$ cat src/rtl/uart_rx_pkg.sv
package uart_rx_pkg;

    typedef enum logic [2:0] {
        ST_IDLE,
        ST_START,
        ST_DATA,
        ST_PAR,
        ST_STOP,
        ST_HOLD
    } rx_state_e;

    localparam int unsigned CHAR_MAX = 8;

    typedef struct packed {
        logic [CHAR_MAX-1:0] data;
        logic                par_bad;
        logic                stop_bad;
    } rx_frame_t;

endpackage

$ cat src/rtl/uart_rx_sync.sv
module uart_rx_sync #(
    parameter int unsigned STAGES = 2
) (
    input  logic clk,
    input  logic rst_n,
    input  logic din,
    output logic dout
);
    logic [STAGES-1:0] chain_d, chain_q;

    always_comb begin
        chain_d = {chain_q[STAGES-2:0], din};
    end

    always_ff @(posedge clk or negedge rst_n) begin
        if (!rst_n) chain_q <= '1;
        else        chain_q <= chain_d;
    end

    assign dout = chain_q[STAGES-1];
endmodule

$ cat src/rtl/uart_rx_frame.sv
module uart_rx_frame
    import uart_rx_pkg::*;
#(
    parameter int unsigned OSR      = 16,
    parameter int unsigned MIN_BITS = 5,
    parameter int unsigned WL_W     = 2
) (
    input  logic            clk,
    input  logic            rst_n,
    input  logic            line_i,
    input  logic            tick_i,
    input  logic [WL_W-1:0] wlen_i,
    input  logic            par_en_i,
    input  logic            par_even_i,
    input  logic            par_stick_i,
    output logic            load_o,
    output rx_frame_t       frame_o
);
    localparam int unsigned DW    = CHAR_MAX;
    localparam int unsigned CNT_W = $clog2(OSR);
    localparam int unsigned BW    = $clog2(DW + 1);
    localparam logic [CNT_W-1:0] HALF_LAST = CNT_W'(OSR / 2 - 1);
    localparam logic [CNT_W-1:0] FULL_LAST = CNT_W'(OSR - 1);

    typedef struct packed {
        rx_state_e      st;
        logic [CNT_W-1:0] cnt;
        logic [BW-1:0]  bidx;
        logic [DW-1:0]  sh;
        logic           pbit;
        logic           load;
        rx_frame_t      frame;
    } fr_state_t;

    fr_state_t r_d, r_q;

    logic [BW-1:0] nbits;
    logic [BW-1:0] shamt;
    logic [DW-1:0] aligned;
    logic          par_xor;
    logic          par_exp;

    always_comb begin
        nbits   = BW'(MIN_BITS) + BW'(wlen_i);
        shamt   = BW'(DW) - nbits;
        aligned = r_q.sh >> shamt;
        par_xor = ^aligned;
        if (par_stick_i) par_exp = par_even_i;
        else             par_exp = par_even_i ? par_xor : ~par_xor;
    end

    always_comb begin
        r_d      = r_q;
        r_d.load = 1'b0;
        unique case (r_q.st)
            ST_IDLE: begin
                if (tick_i && !line_i) begin
                    r_d.st  = ST_START;
                    r_d.cnt = '0;
                end
            end
            ST_START: begin
                if (tick_i) begin
                    if (r_q.cnt == HALF_LAST) begin
                        r_d.cnt  = '0;
                        r_d.bidx = '0;
                        r_d.st   = line_i ? ST_IDLE : ST_DATA;
                    end else begin
                        r_d.cnt = r_q.cnt + 1'b1;
                    end
                end
            end
            ST_DATA: begin
                if (tick_i) begin
                    if (r_q.cnt == FULL_LAST) begin
                        r_d.cnt = '0;
                        r_d.sh  = {line_i, r_q.sh[DW-1:1]};
                        if (r_q.bidx == nbits - 1'b1) begin
                            r_d.st = par_en_i ? ST_PAR : ST_STOP;
                        end else begin
                            r_d.bidx = r_q.bidx + 1'b1;
                        end
                    end else begin
                        r_d.cnt = r_q.cnt + 1'b1;
                    end
                end
            end
            ST_PAR: begin
                if (tick_i) begin
                    if (r_q.cnt == FULL_LAST) begin
                        r_d.cnt  = '0;
                        r_d.pbit = line_i;
                        r_d.st   = ST_STOP;
                    end else begin
                        r_d.cnt = r_q.cnt + 1'b1;
                    end
                end
            end
            ST_STOP: begin
                if (tick_i) begin
                    if (r_q.cnt == FULL_LAST) begin
                        r_d.cnt            = '0;
                        r_d.load           = 1'b1;
                        r_d.frame.data     = aligned;
                        r_d.frame.par_bad  = par_en_i && (r_q.pbit != par_exp);
                        r_d.frame.stop_bad = !line_i;
                        r_d.st             = line_i ? ST_IDLE : ST_HOLD;
                    end else begin
                        r_d.cnt = r_q.cnt + 1'b1;
                    end
                end
            end
            ST_HOLD: begin
                if (line_i) r_d.st = ST_IDLE;
            end
            default: r_d.st = ST_IDLE;
        endcase
    end

    always_ff @(posedge clk or negedge rst_n) begin
        if (!rst_n) begin
            r_q    <= '0;
            r_q.st <= ST_IDLE;
        end else begin
            r_q <= r_d;
        end
    end

    assign load_o  = r_q.load;
    assign frame_o = r_q.frame;
endmodule

$ cat src/rtl/uart_rx_brk.sv
module uart_rx_brk #(
    parameter int unsigned LIMIT = 192
) (
    input  logic clk,
    input  logic rst_n,
    input  logic line_i,
    input  logic tick_i,
    output logic brk_o
);
    localparam int unsigned CW = $clog2(LIMIT + 1);
    localparam logic [CW-1:0] LIM     = CW'(LIMIT);
    localparam logic [CW-1:0] LIM_M1  = CW'(LIMIT - 1);

    typedef struct packed {
        logic [CW-1:0] cnt;
        logic          pulse;
    } bk_state_t;

    bk_state_t b_d, b_q;

    always_comb begin
        b_d       = b_q;
        b_d.pulse = 1'b0;
        if (line_i) begin
            b_d.cnt = '0;
        end else if (tick_i && (b_q.cnt != LIM)) begin
            b_d.cnt = b_q.cnt + 1'b1;
            if (b_q.cnt == LIM_M1) b_d.pulse = 1'b1;
        end
    end

    always_ff @(posedge clk or negedge rst_n) begin
        if (!rst_n) b_q <= '0;
        else        b_q <= b_d;
    end

    assign brk_o = b_q.pulse;
endmodule

$ cat src/rtl/uart_rx_status.sv
module uart_rx_status
    import uart_rx_pkg::*;
(
    input  logic                clk,
    input  logic                rst_n,
    input  logic                load_i,
    input  rx_frame_t           frame_i,
    input  logic                brk_i,
    input  logic                rd_data_i,
    input  logic                rd_stat_i,
    output logic [CHAR_MAX-1:0] data_o,
    output logic                dr_o,
    output logic                oe_o,
    output logic                pe_o,
    output logic                fe_o,
    output logic                bi_o
);
    typedef struct packed {
        logic [CHAR_MAX-1:0] data;
        logic                dr;
        logic                oe;
        logic                pe;
        logic                fe;
        logic                bi;
    } st_word_t;

    st_word_t s_d, s_q;

    always_comb begin
        s_d = s_q;
        if (load_i) begin
            s_d.data = frame_i.data;
            s_d.dr   = 1'b1;
        end else if (rd_data_i) begin
            s_d.dr = 1'b0;
        end

        if (load_i && s_q.dr && !rd_data_i) s_d.oe = 1'b1;
        else if (rd_stat_i)                 s_d.oe = 1'b0;

        if (load_i && frame_i.par_bad) s_d.pe = 1'b1;
        else if (rd_stat_i)            s_d.pe = 1'b0;

        if (load_i && frame_i.stop_bad) s_d.fe = 1'b1;
        else if (rd_stat_i)             s_d.fe = 1'b0;

        if (brk_i)          s_d.bi = 1'b1;
        else if (rd_stat_i) s_d.bi = 1'b0;
    end

    always_ff @(posedge clk or negedge rst_n) begin
        if (!rst_n) s_q <= '0;
        else        s_q <= s_d;
    end

    assign data_o = s_q.data;
    assign dr_o   = s_q.dr;
    assign oe_o   = s_q.oe;
    assign pe_o   = s_q.pe;
    assign fe_o   = s_q.fe;
    assign bi_o   = s_q.bi;
endmodule

$ cat src/rtl/uart_lsr_rx.sv
module uart_lsr_rx
    import uart_rx_pkg::*;
#(
    parameter int unsigned OSR       = 16,
    parameter int unsigned SYNC_LEN  = 2,
    parameter int unsigned MIN_BITS  = 5,
    parameter int unsigned FRAME_MAX = 12
) (
    input  logic                clk,
    input  logic                rst_n,
    input  logic                rxd_i,
    input  logic                os_tick_i,
    input  logic [1:0]          wlen_i,
    input  logic                par_en_i,
    input  logic                par_even_i,
    input  logic                par_stick_i,
    input  logic                rd_data_i,
    input  logic                rd_stat_i,
    input  logic                tx_empty_i,
    output logic [CHAR_MAX-1:0] rx_data_o,
    output logic                data_ready_o,
    output logic                overrun_o,
    output logic                parity_err_o,
    output logic                framing_err_o,
    output logic                break_o,
    output logic                both_empty_o
);
    localparam int unsigned BRK_TICKS = OSR * FRAME_MAX;

    logic      line_s;
    logic      frm_load;
    rx_frame_t frm_word;
    logic      brk_pulse;

    uart_rx_sync #(.STAGES(SYNC_LEN)) u_sync (
        .clk  (clk),
        .rst_n(rst_n),
        .din  (rxd_i),
        .dout (line_s)
    );

    uart_rx_frame #(.OSR(OSR), .MIN_BITS(MIN_BITS), .WL_W(2)) u_frame (
        .clk        (clk),
        .rst_n      (rst_n),
        .line_i     (line_s),
        .tick_i     (os_tick_i),
        .wlen_i     (wlen_i),
        .par_en_i   (par_en_i),
        .par_even_i (par_even_i),
        .par_stick_i(par_stick_i),
        .load_o     (frm_load),
        .frame_o    (frm_word)
    );

    uart_rx_brk #(.LIMIT(BRK_TICKS)) u_brk (
        .clk   (clk),
        .rst_n (rst_n),
        .line_i(line_s),
        .tick_i(os_tick_i),
        .brk_o (brk_pulse)
    );

    uart_rx_status u_stat (
        .clk      (clk),
        .rst_n    (rst_n),
        .load_i   (frm_load),
        .frame_i  (frm_word),
        .brk_i    (brk_pulse),
        .rd_data_i(rd_data_i),
        .rd_stat_i(rd_stat_i),
        .data_o   (rx_data_o),
        .dr_o     (data_ready_o),
        .oe_o     (overrun_o),
        .pe_o     (parity_err_o),
        .fe_o     (framing_err_o),
        .bi_o     (break_o)
    );

    assign both_empty_o = tx_empty_i & ~data_ready_o;
endmodule

$ cat config.mk
export PLATFORM = sky130hd
export DESIGN_NAME = uart_lsr_rx
export DESIGN_NICKNAME = d
export VERILOG_FILES = /design/src/rtl/uart_rx_pkg.sv /design/src/rtl/uart_rx_sync.sv /design/src/rtl/uart_rx_frame.sv /design/src/rtl/uart_rx_brk.sv /design/src/rtl/uart_rx_status.sv /design/src/rtl/uart_lsr_rx.sv
export SDC_FILE = /design/constraint.sdc
export NUM_CORES = 1
export LEC_CHECK = 0
export ABC_AREA = 1
export CORE_MARGIN = 1
export CORE_UTILIZATION = 45
export DETAILED_ROUTE_END_ITERATION = 8
export DONT_BUFFER_PORTS = 1
export REMOVE_ABC_BUFFERS = 1
export SYNTH_ARGS = -nofsm -noshare
export SYNTH_HDL_FRONTEND = slang
export SYNTH_SLANG_ARGS = --single-unit
$ cat constraint.sdc
create_clock -name clk -period 1.65 [get_ports clk]
set_clock_uncertainty 0.05 [all_clocks]
set_input_delay 0.0825 -clock clk [delete_from_list [all_inputs] [get_ports clk]]
set_output_delay 0.0825 -clock clk [all_outputs]
set_load 0.1 [all_outputs]
==> impl_metrics.env, run 1 <==
export IMPL_wl_per_cell_um=11.6
export IMPL_pre_cts_slack_ns=-0.0856
export IMPL_peakVddDrop_uv=652
export IMPL_cts_tree="done"
export IMPL_placement_io_buffers=0
export IMPL_grt_max_degree=56
export IMPL_timing_fmax_mhz=592
export IMPL_clkTransAtPathRegs_ns=0.10
export IMPL_crit_type="register to register"
export IMPL_rsz0062_at_grt="true"
export IMPL_crit_path_end_kind="register"
export IMPL_slowest_stage="dfrtp_1"
export IMPL_diodes=0
export IMPL_dr_first_iter_drc_count=117
export IMPL_grt_overflow=0
export IMPL_synthFlopType="dfrtp_1"
export IMPL_leakagePower_uw=0.00195
export IMPL_nets=491
export IMPL_htreeDepth=2
export IMPL_synth_edf_count=0
export IMPL_path_common_cell="nand2_4"
export IMPL_areaGrowthSynthToFinish_pct=24.8
export IMPL_cts_root_buffer="clkbuf_8"
export IMPL_period_needed_ns=1.69
export IMPL_sw_frac_of_total_pct=34.2
export IMPL_io_pins=26
export IMPL_comb_power_share_pct=34.5
export IMPL_hold_violations=0
export IMPL_fillers=611
export IMPL_violations="DRC, setup timing"
export IMPL_worstMarginPinSlew_ns=0.299
export IMPL_die_h_um=84.5
export IMPL_powerDensity_mw_per_mm2=1000
export IMPL_syn_mean_instance_area_um2=7.30
export IMPL_drc_errors=4
export IMPL_viasPerCell=4.93
export IMPL_slew_headroom_pct=79.9
export IMPL_gp_congestion=0.892
export IMPL_start_kind="register"
export IMPL_async_flop_share_pct=100
export IMPL_antenna_found_initial=0
export IMPL_initial_core_util_pct=47.4
export IMPL_grt_pass1_wl_mm=10.7
export IMPL_cts_max_path_buffers=2
export IMPL_std_cell_rows=29
export IMPL_cts_sinks=55
export IMPL_die_area_mm2=0.00714
export IMPL_drtAntennaViolNets=0
export IMPL_ys_ff_latch=55
export IMPL_dr_pass1_iters=6
export IMPL_routed_wl_mm=6.37
export IMPL_p_int_uw=2520
export IMPL_seq_area_frac_synth_pct=45.0
export IMPL_path_cells="ha_4 -> nand2_4 -> nor2_4 -> inv_2 -> a21oi_2 -> nand2_1 -> nor2_2 -> nand2_4 -> nor3_1 -> nor3b_2"
export IMPL_core_area_mm2=0.00646
export IMPL_p_clk_share_pct=24.9
export IMPL_grt_pass1_vias=2459
export IMPL_max_cap_violations=0
export IMPL_crit_fanout=9
export IMPL_cp_required_ns=1.80
export IMPL_via_count=2718
export IMPL_syn_cell_area_mm2=0.00306
export IMPL_hold_path_class="primary input to register"
export IMPL_yosysWarnings=0
export IMPL_cpPeakStageDelay_ns=0.40
export IMPL_clock_latency_ns=0.31
export IMPL_slew_violations=0
export IMPL_p_seq_share_pct=40.6
export IMPL_period_share_pct=102
export IMPL_drive_gt1_share_pct=22.8
export IMPL_setup_viol=2
export IMPL_p_switching_uw=1310
export IMPL_arrival_ns=1.84
export IMPL_fin_total_pwr_uw=3830
export IMPL_ys_types=35
export IMPL_hpwl_mm=4.41
export IMPL_numCtsBuffers=5
export IMPL_fin_ws_ns=-0.0404
export IMPL_status="complete, but fails checks"
export IMPL_grt_use_total_pct=18.4
export IMPL_synthCells=420
export IMPL_die_w_um=84.5
==> area by class of cell <==
class / instances / area (µm²) / area share, %
Multi-Input combinational cell: 308 / 1550 / 40.6
Sequential cell: 55 / 1380 / 36.1
Clock buffer: 6 / 82.6 / 2.16
Clock inverter: 2 / 38.8 / 1.01
Tap cell: 77 / 96.3 / 2.52
Inverter: 47 / 179 / 4.68
Timing Repair Buffer: 56 / 495 / 13.0
==> metal layers <==
metal / routed length (µm) / track usage, %
met1: 3130 / 26.0
met2: 2960 / 29.3
met3: 211 / 2.75
met4: 68 / 5.86
met5: 0 / 0
==> final timing paths <==
kind	start	cells after the start	end	slack (ns)
worst min-delay path	os_tick_i	4	u_brk.b_q[1]$_DFFE_PN0P_	0.02
min in group asynchronous	rst_n	2	u_stat.dr_o$_DFFE_PN0P_	0.24
worst min register to register	u_sync.chain_q[0]$_DFF_PN1_	0	u_sync.chain_q[1]$_DFF_PN1_	0.31
worst max register to register	u_frame.r_q[24]$_DFFE_PN0P_	10	u_frame.r_q[22]$_DFFE_PN0P_	-0.04
max in group asynchronous	rst_n	2	u_sync.chain_q[1]$_DFF_PN1_	1.01
worst max-delay path	u_frame.r_q[24]$_DFFE_PN0P_	10	u_frame.r_q[22]$_DFFE_PN0P_	-0.04
==> synth_stat cells, types with 2 or more instances <==
library cell  count  share of area [%]
a21oi_1          13                2.1
a31oi_1           2               0.41
buf_6             4                1.5
clkbuf_1          4               0.49
dfrtp_1          53                 43
dfstp_2           2                1.7
ha_1              6                2.4
inv_1            43                5.3
inv_2             2               0.25
nand2_1         172                 21
nand2_2           4               0.82
nand3_1          23                3.8
nand4_1           3               0.61
nor2_1           18                2.2
nor2_2            3               0.61
nor3_1            5               0.82
nor3b_1           3               0.73
o21ai_0          37                6.0
o22ai_1           4               0.82
xnor2_1           3               0.86
xor2_1            2               0.57
==> sequential cells by signal, indices dropped and copies added, names as in the netlist <==
name,flops
u_stat.pe_o,1
u_sync.chain_q,2
u_stat.bi_o,1
u_stat.oe_o,1
u_frame.r_q,20
u_stat.data_o,8
u_brk.brk_o,1
u_stat.fe_o,1
u_frame.load_o,1
u_stat.dr_o,1
u_brk.b_q,8
u_frame.frame_o,10
==> layout by cell type, fill, tap and decap left out, types with 10 or more instances in the layout <==
cell,synthesis,layout
nand3_1,23,23
inv_2,2,10
a21oi_1,13,10
nor2_1,18,13
nand2_1,172,160
dfrtp_1,53,52
inv_1,43,35
buf_4,1,45
o21ai_0,37,30
nand2_2,4,15
==> cells by family after synthesis <==
kind of cell	synth area share, %
xor+xnor	1.43
compound gates	11.1
flops	45.0
fa+ha+maj	2.45
buf+inv	8.21
simple gates	31.8
==> metrics by stage <==
step | TNS (ns) | std cells | util (%) | hold WS, ns | instance area [µm²]
floorplan | -0.638 | 410 | - | -0.263 | 2990
global placement | -0.139 | 520 | 52.3 | -0.262 | 3380
detailed placement | -0.226 | 520 | 52.3 | -0.262 | 3380
CTS | 0 | 538 | 56.3 | 0.0270 | 3640
global route | -1.40 | 551 | 59.2 | 0.0421 | 3820
finish | -0.0636 | 551 | 59.2 | 0.0190 | 3820
==> worst max-delay path, delay by kind of cell, from the launching register on <==
family                     cells  cell delay (ns)
and+or+nand+nor                7             0.76
DFF                            1             0.40
adders and majority gates      1             0.17
AOI/OAI and AO/OA              1             0.14
buffers and inverters          1             0.06
==> power by group through the flow <==
stage                     sequential [µW]  combinational (µW)  clock [µW]
after global routing                 1570                1500        1030
final                                1560                1320         953
after detailed placement             1560                1020           0
after CTS                            1540                1120         987
after floorplan                      1560                 745           0
after global placement               1560                1010           0
==> timing repair <==
action / in CTS / in global routing
buffers inserted: 2 / 13
hold buffers: 8 / 0
gates resized for setup: 7 / 40
endpoints found under the setup margin: 5 / 37
pin swaps: 0 / 10
endpoints found under the hold margin: 64 / 0
(Power assumes the default switching activity.)
==> run 2: changes to the inputs <==
Settings changed: CELL_PAD_IN_SITES_DETAIL_PLACEMENT set to 0, CELL_PAD_IN_SITES_GLOBAL_PLACEMENT set to 1, CORE_UTILIZATION 45 to 42, PLACE_DENSITY_LB_ADDON set to 0.1.
==> run 2 against run 1 <==
The run ends with setup timing left. Final area grew 3.2%. Core utilization shrank 2.1 points. Clock power shrank 22%. Largest cell class unchanged.
==> impl_metrics.env, run 2 (same netlist as run 1, synthesis figures left out) <==
export IMPL_status="complete, but fails checks"
export IMPL_violations="setup timing"
export IMPL_die_area_mm2=0.00764
export IMPL_hold_ws_ns=0.0318
export IMPL_areaGrowthSynthToFinish_pct=28.7
export IMPL_dr_pass1_iters=4
export IMPL_final_cell_mix="nand2_1, dfrtp_1, buf_4"
export IMPL_antenna_found_initial=0
export IMPL_numCtsBuffers=5
export IMPL_crit_family="simple AND/OR/NAND/NOR gates"
export IMPL_r2r_start="u_frame.r_q[25]$_DFFE_PN0P_"
export IMPL_initial_core_util_pct=44.4
export IMPL_cts_sinks=55
export IMPL_clock_latency_ns=0.31
export IMPL_grt_use_total_pct=18.0
export IMPL_slowest_stage="dfrtp_1"
export IMPL_peakVddDrop_uv=500
export IMPL_viasPerCell=4.76
export IMPL_worstMarginPinSlew_ns=0.328
export IMPL_start_kind="register"
export IMPL_slew_violations=0
export IMPL_crit_path_end="u_frame.r_q[22]$_DFFE_PN0P_"
export IMPL_dr_first_iter_drc_count=119
export IMPL_crit_type="register to register"
export IMPL_hpwl_mm=4.54
export IMPL_r2r_slack_ns=-0.03
export IMPL_slew_headroom_pct=78.1
export IMPL_leakagePower_uw=0.00199
export IMPL_drc_errors=0
export IMPL_rsz0062_at_grt="true"
export IMPL_hold_path_class="primary input to register"
export IMPL_grt_overflow=0
export IMPL_drtAntennaViolNets=0
export IMPL_diodes=0
export IMPL_routed_wl_mm=6.52
export IMPL_grt_pass1_wl_mm=10.8
export IMPL_timing_fmax_mhz=596
export IMPL_final_common_cell="nand2_1"
export IMPL_clkTransAtPathRegs_ns=0.10
export IMPL_max_cap_violations=0
export IMPL_grt_max_degree=56
export IMPL_reg2reg_to="u_frame.r_q[22]$_DFFE_PN0P_"
export IMPL_crit_start="u_frame.r_q[25]$_DFFE_PN0P_"
export IMPL_htreeDepth=2
export IMPL_period_share_pct=102
export IMPL_setup_viol=2
export IMPL_arrival_ns=1.87
export IMPL_cts_tree="done"
export IMPL_largest_register="u_frame.r_q"
export IMPL_largest_reg_flops=20
export IMPL_grt_pass1_vias=2454
export IMPL_path_cells="ha_2 -> nand2_4 -> nor2_4 -> nor2_2 -> a21oi_2 -> nand2_1 -> nor2_4 -> nand2_4 -> o21ai_2 -> nor3b_2"
export IMPL_fin_tns_setup_ns=-0.0451
export IMPL_path_buf_inv=0
export IMPL_rr_worst_depth=10
export IMPL_drive_gt1_share_pct=27.6
export IMPL_crit_path_end_kind="register"
export IMPL_via_count=2732
export IMPL_placement_io_buffers=0
export IMPL_cts_max_path_buffers=2
export IMPL_cts_root_buffer="clkbuf_8"
export IMPL_std_cell_rows=30
export IMPL_nets=495
export IMPL_gp_congestion=0.876
export IMPL_period_needed_ns=1.68
export IMPL_wl_per_cell_um=11.4
export IMPL_worst_path_stages=10
export IMPL_cpPeakStageDelay_ns=0.37
export IMPL_powerDensity_mw_per_mm2=918
export IMPL_die_w_um=87.4
export IMPL_die_h_um=87.4
export IMPL_fin_ws_ns=-0.0279
export IMPL_core_area_mm2=0.00691
export IMPL_crit_fanout=5
export IMPL_cp_required_ns=1.84
export IMPL_hold_violations=0
export IMPL_io_pins=26
run 2: changes by cell type in the layout (fill, tap and decap cells not counted), moves of 2 or more:
cell	before	now
nand2_1	160	145
nand2_2	15	30
o21ai_0	30	24
o21ai_1	7	11
nor2_1	13	10
nor2_4	3	6
clkbuf_16	0	2
nand3_1	23	21
nand3_2	1	3
o21ai_2	0	2
run 2: through the flow:
stage / setup WS, ns / util, % / power, µW / std cells / instance area [µm²]
after CTS: -0.0203 / 52.6 / 3510 / 560 / 3630
after global placement: -0.0787 / 49.6 / 2660 / 544 / 3420
after global routing: -0.152 / 57.1 / 3880 / 574 / 3950
after detailed placement: -0.133 / 49.6 / 2670 / 544 / 3420
after floorplan: -0.638 / - / 2300 / 410 / 2990
final: -0.0279 / 57.1 / 3620 / 574 / 3950
run 2: area by class of cell:
type	count	area, µm²
flip-flops and latches	55	1380
fillers	692	2960
repair buffers	59	552
multi-input cells	309	1630
clock inverters	2	12.5
inverters	47	179
clock buffers	6	72.6
well taps	96	120
run 2: where the power goes:
part	total, µW	switching, µW	leakage [µW]	internal, µW
registers	1540	90.8	0.000734	1450
logic	1340	787	0.00122	550
clock network	746	447	0.0000412	298
total	3620	1320	0.00199	2300
run 2: per-layer routing:
metal / track usage (%) / part of all wire [%]
met5: 0 / 0
met4: 5.37 / 1.2
met3: 3.60 / 3.7
met2: 27.7 / 44
met1: 25.6 / 51
run 2: worst min-delay path by stage:
stage | startpoint | slack (ns) | cells after the start | to
after floorplan | rst_n | -0.26 | 0 | u_brk.b_q[1]$_DFFE_PN0P_
after detailed placement | rst_n | -0.26 | 0 | u_stat.data_o[1]$_DFFE_PN0P_
after CTS | os_tick_i | 0.04 | 3 | u_brk.brk_o$_DFF_PN0_
final | os_tick_i | 0.03 | 3 | u_brk.b_q[2]$_DFFE_PN0P_
after global routing | os_tick_i | 0.07 | 3 | u_brk.b_q[6]$_DFFE_PN0P_
after global placement | rst_n | -0.26 | 0 | u_stat.data_o[1]$_DFFE_PN0P_
run 2: worst register-to-register path: stages (launching register included):
cell and delay (ns):
dfrtp_1 0.37, ha_2 0.21, nand2_4 0.07, nor2_4 0.12
nor2_2 0.05, a21oi_2 0.13, nand2_1 0.10, nor2_4 0.16
nand2_4 0.09, o21ai_2 0.11, nor3b_2 0.15
run 2: timing repair:
item	4_1_cts	5_1_grt
gates resized for setup	7	73
hold buffers	8	0
pin swaps	0	18
gates cloned	0	3
setup buffers	0	11
endpoints found under the hold margin	65	0
setup endpoints to repair	15	37
==> run 3: changes to the inputs <==
Settings changed: CORE_MARGIN 1 to 4, PLACE_DENSITY set to 0.88, PLACE_DENSITY_LB_ADDON 0.1 to unset, TNS_END_PERCENT set to 30.
==> run 3 against run 2 <==
The run still ends with setup timing left. Via count decreased by 1.1%. Largest cell class unchanged. Critical path depth unchanged. Die area increased by 14%. Final area decreased by 6.0%. Wire length decreased by 2.8%. Combinational power decreased by 14%. Sequential cell count unchanged. Register-to-register slack about the same. Non-clock buffer count decreased by 15. Sequential share of layout area increased by 2.2 points.
==> impl_metrics.env, run 3 (same netlist as run 1, synthesis figures left out) <==
export IMPL_hpwl_mm=4.54
export IMPL_drc_errors=0
export IMPL_cts_max_path_buffers=2
export IMPL_hold_violations=0
export IMPL_start_kind="register"
export IMPL_peakVddDrop_uv=581
export IMPL_areaGrowthSynthToFinish_pct=21.0
export IMPL_grt_use_total_pct=14.8
export IMPL_finalNonFillerCells=559
export IMPL_slew_violations=0
export IMPL_grt_overflow=0
export IMPL_violations="setup timing"
export IMPL_io_pins=26
export IMPL_wl_per_cell_um=11.3
export IMPL_crit_start="u_frame.r_q[25]$_DFFE_PN0P_"
export IMPL_std_cell_rows=30
export IMPL_nets=480
export IMPL_period_share_pct=101
export IMPL_grt_pass1_wl_mm=10.6
export IMPL_core_area_mm2=0.00694
export IMPL_powerDensity_mw_per_mm2=947
export IMPL_crit_fanout=5
export IMPL_hold_ws_ns=0.0694
export IMPL_worstMarginPinSlew_ns=0.272
export IMPL_viasPerCell=4.83
export IMPL_leakagePower_uw=0.00189
export IMPL_routed_wl_mm=6.33
export IMPL_die_h_um=93.4
export IMPL_p_switching_uw=1310
export IMPL_cts_tree="done"
export IMPL_antenna_found_initial=0
export IMPL_slew_headroom_pct=81.7
export IMPL_cts_root_buffer="clkbuf_8"
export IMPL_initial_core_util_pct=44.1
export IMPL_largest_register="u_frame.r_q"
export IMPL_r2r_slack_ns=-0.02
export IMPL_crit_path_end="u_frame.r_q[22]$_DFFE_PN0P_"
export IMPL_clock_latency_ns=0.31
export IMPL_grt_max_degree=56
export IMPL_max_cap_violations=0
export IMPL_grt_pass1_vias=2451
export IMPL_cp_required_ns=1.81
export IMPL_final_common_cell="nand2_1"
export IMPL_rr_worst_depth=10
export IMPL_dr_pass1_iters=4
export IMPL_final_cell_mix="nand2_1, dfrtp_1, inv_1"
export IMPL_hold_path_class="primary input to register"
export IMPL_via_count=2701
export IMPL_p_seq_share_pct=44.5
export IMPL_diodes=0
export IMPL_die_area_mm2=0.00873
export IMPL_gp_congestion=0.777
export IMPL_crit_type="register to register"
export IMPL_numCtsBuffers=5
export IMPL_cts_sinks=55
export IMPL_drive_gt1_share_pct=17.5
export IMPL_timing_fmax_mhz=600
export IMPL_comb_power_share_pct=32.9
export IMPL_crit_path_end_kind="register"
export IMPL_period_needed_ns=1.67
export IMPL_largest_reg_flops=20
export IMPL_reg2reg_to="u_frame.r_q[22]$_DFFE_PN0P_"
export IMPL_htreeDepth=2
export IMPL_sw_frac_of_total_pct=37.3
export IMPL_p_int_uw=2200
export IMPL_die_w_um=93.4
export IMPL_drtAntennaViolNets=0
export IMPL_setup_viol=4
export IMPL_status="complete, but fails checks"
export IMPL_placed_cells=535
export IMPL_r2r_start="u_frame.r_q[25]$_DFFE_PN0P_"
export IMPL_placement_io_buffers=0
export IMPL_dr_first_iter_drc_count=115
export IMPL_fin_ws_ns=-0.0158
export IMPL_p_clk_share_pct=22.6
export IMPL_clkTransAtPathRegs_ns=0.11
export IMPL_rsz0062_at_grt="true"
export IMPL_arrival_ns=1.82
run 3: cell count changes in the layout (fill, tap and decap cells not counted), sizes merged:
cell / delta
clkbuf: -3
dlygate4sd3: +1
buf: -14
clkinv: +1
inv: +1
clkinvlp: -1
run 3: layout make-up:
type	count	area, µm²
fillers	703	3240
well taps	96	120
flip-flops and latches	55	1380
repair buffers	44	394
inverters	47	179
multi-input cells	309	1540
clock buffers	5	68.8
clock inverters	3	28.8
run 3: through the flow:
step                      power [µW]  setup slack (ns)  TNS (ns)  area, µm²  util, %
after floorplan                 2300            -0.638    -0.638       2990        -
after global placement          2530           -0.0283   -0.0460       3360     48.3
after detailed placement        2560           -0.0946    -0.691       3360     48.3
after CTS                       3480           -0.0302   -0.0583       3610     52.0
after global routing            3780            -0.141     -1.25       3710     53.4
final                           3510           -0.0158   -0.0347       3710     53.4
run 3: how the worst min path moves through the flow:
stage,to,from,slack [ns],depth (start not counted)
3_5_place_dp,u_frame.r_q[13]$_DFFE_PN0P_,rst_n,-0.26,0
5_1_grt,u_frame.frame_o[2]$_DFFE_PN0P_,wlen_i[0],0.11,5
3_3_place_gp,u_frame.r_q[13]$_DFFE_PN0P_,rst_n,-0.26,0
4_1_cts,u_brk.brk_o$_DFF_PN0_,os_tick_i,0.04,3
6_report,u_frame.frame_o[6]$_DFFE_PN0P_,wlen_i[0],0.07,5
2_1_floorplan,u_brk.b_q[1]$_DFFE_PN0P_,rst_n,-0.26,0
run 3: worst max-delay path, cell delays in order (launching register included):
cell and delay, ns:
dfrtp_1 0.42, ha_4 0.17, nand2_4 0.07, nor2_4 0.12, nor2_2 0.05, a21oi_2 0.13
nand2_1 0.10, nor2_4 0.13, nand2_4 0.08, nor3_1 0.18, nor3b_2 0.07
run 3: power by group through the flow:
stage | Sequential (µW) | Combinational, µW | Clock, µW
after global placement | 1560 | 972 | 0
final | 1560 | 1150 | 792
after detailed placement | 1560 | 991 | 0
after CTS | 1550 | 1100 | 823
after global routing | 1570 | 1330 | 880
after floorplan | 1560 | 745 | 0
run 3: what timing repair did:
action / 4_1_cts / 5_1_grt
resized for setup: 14 / 24
pin swaps: 5 / 5
hold buffers: 8 / 1
setup buffers: 0 / 4
gates cloned: 1 / 2
endpoints found under the hold margin: 64 / 1
endpoints found under the setup margin: 15 / 33
run 3: routing by layer:
layer | global-route usage, % | up-vias | part of all wire (%)
met4 | 4.15 | 0 | 0.99
met1 | 18.8 | 1218 | 47
met2 | 25.2 | 56 | 47
met5 | 0 | - | 0
met3 | 3.46 | 7 | 5.3
li1 | - | 1420 | -
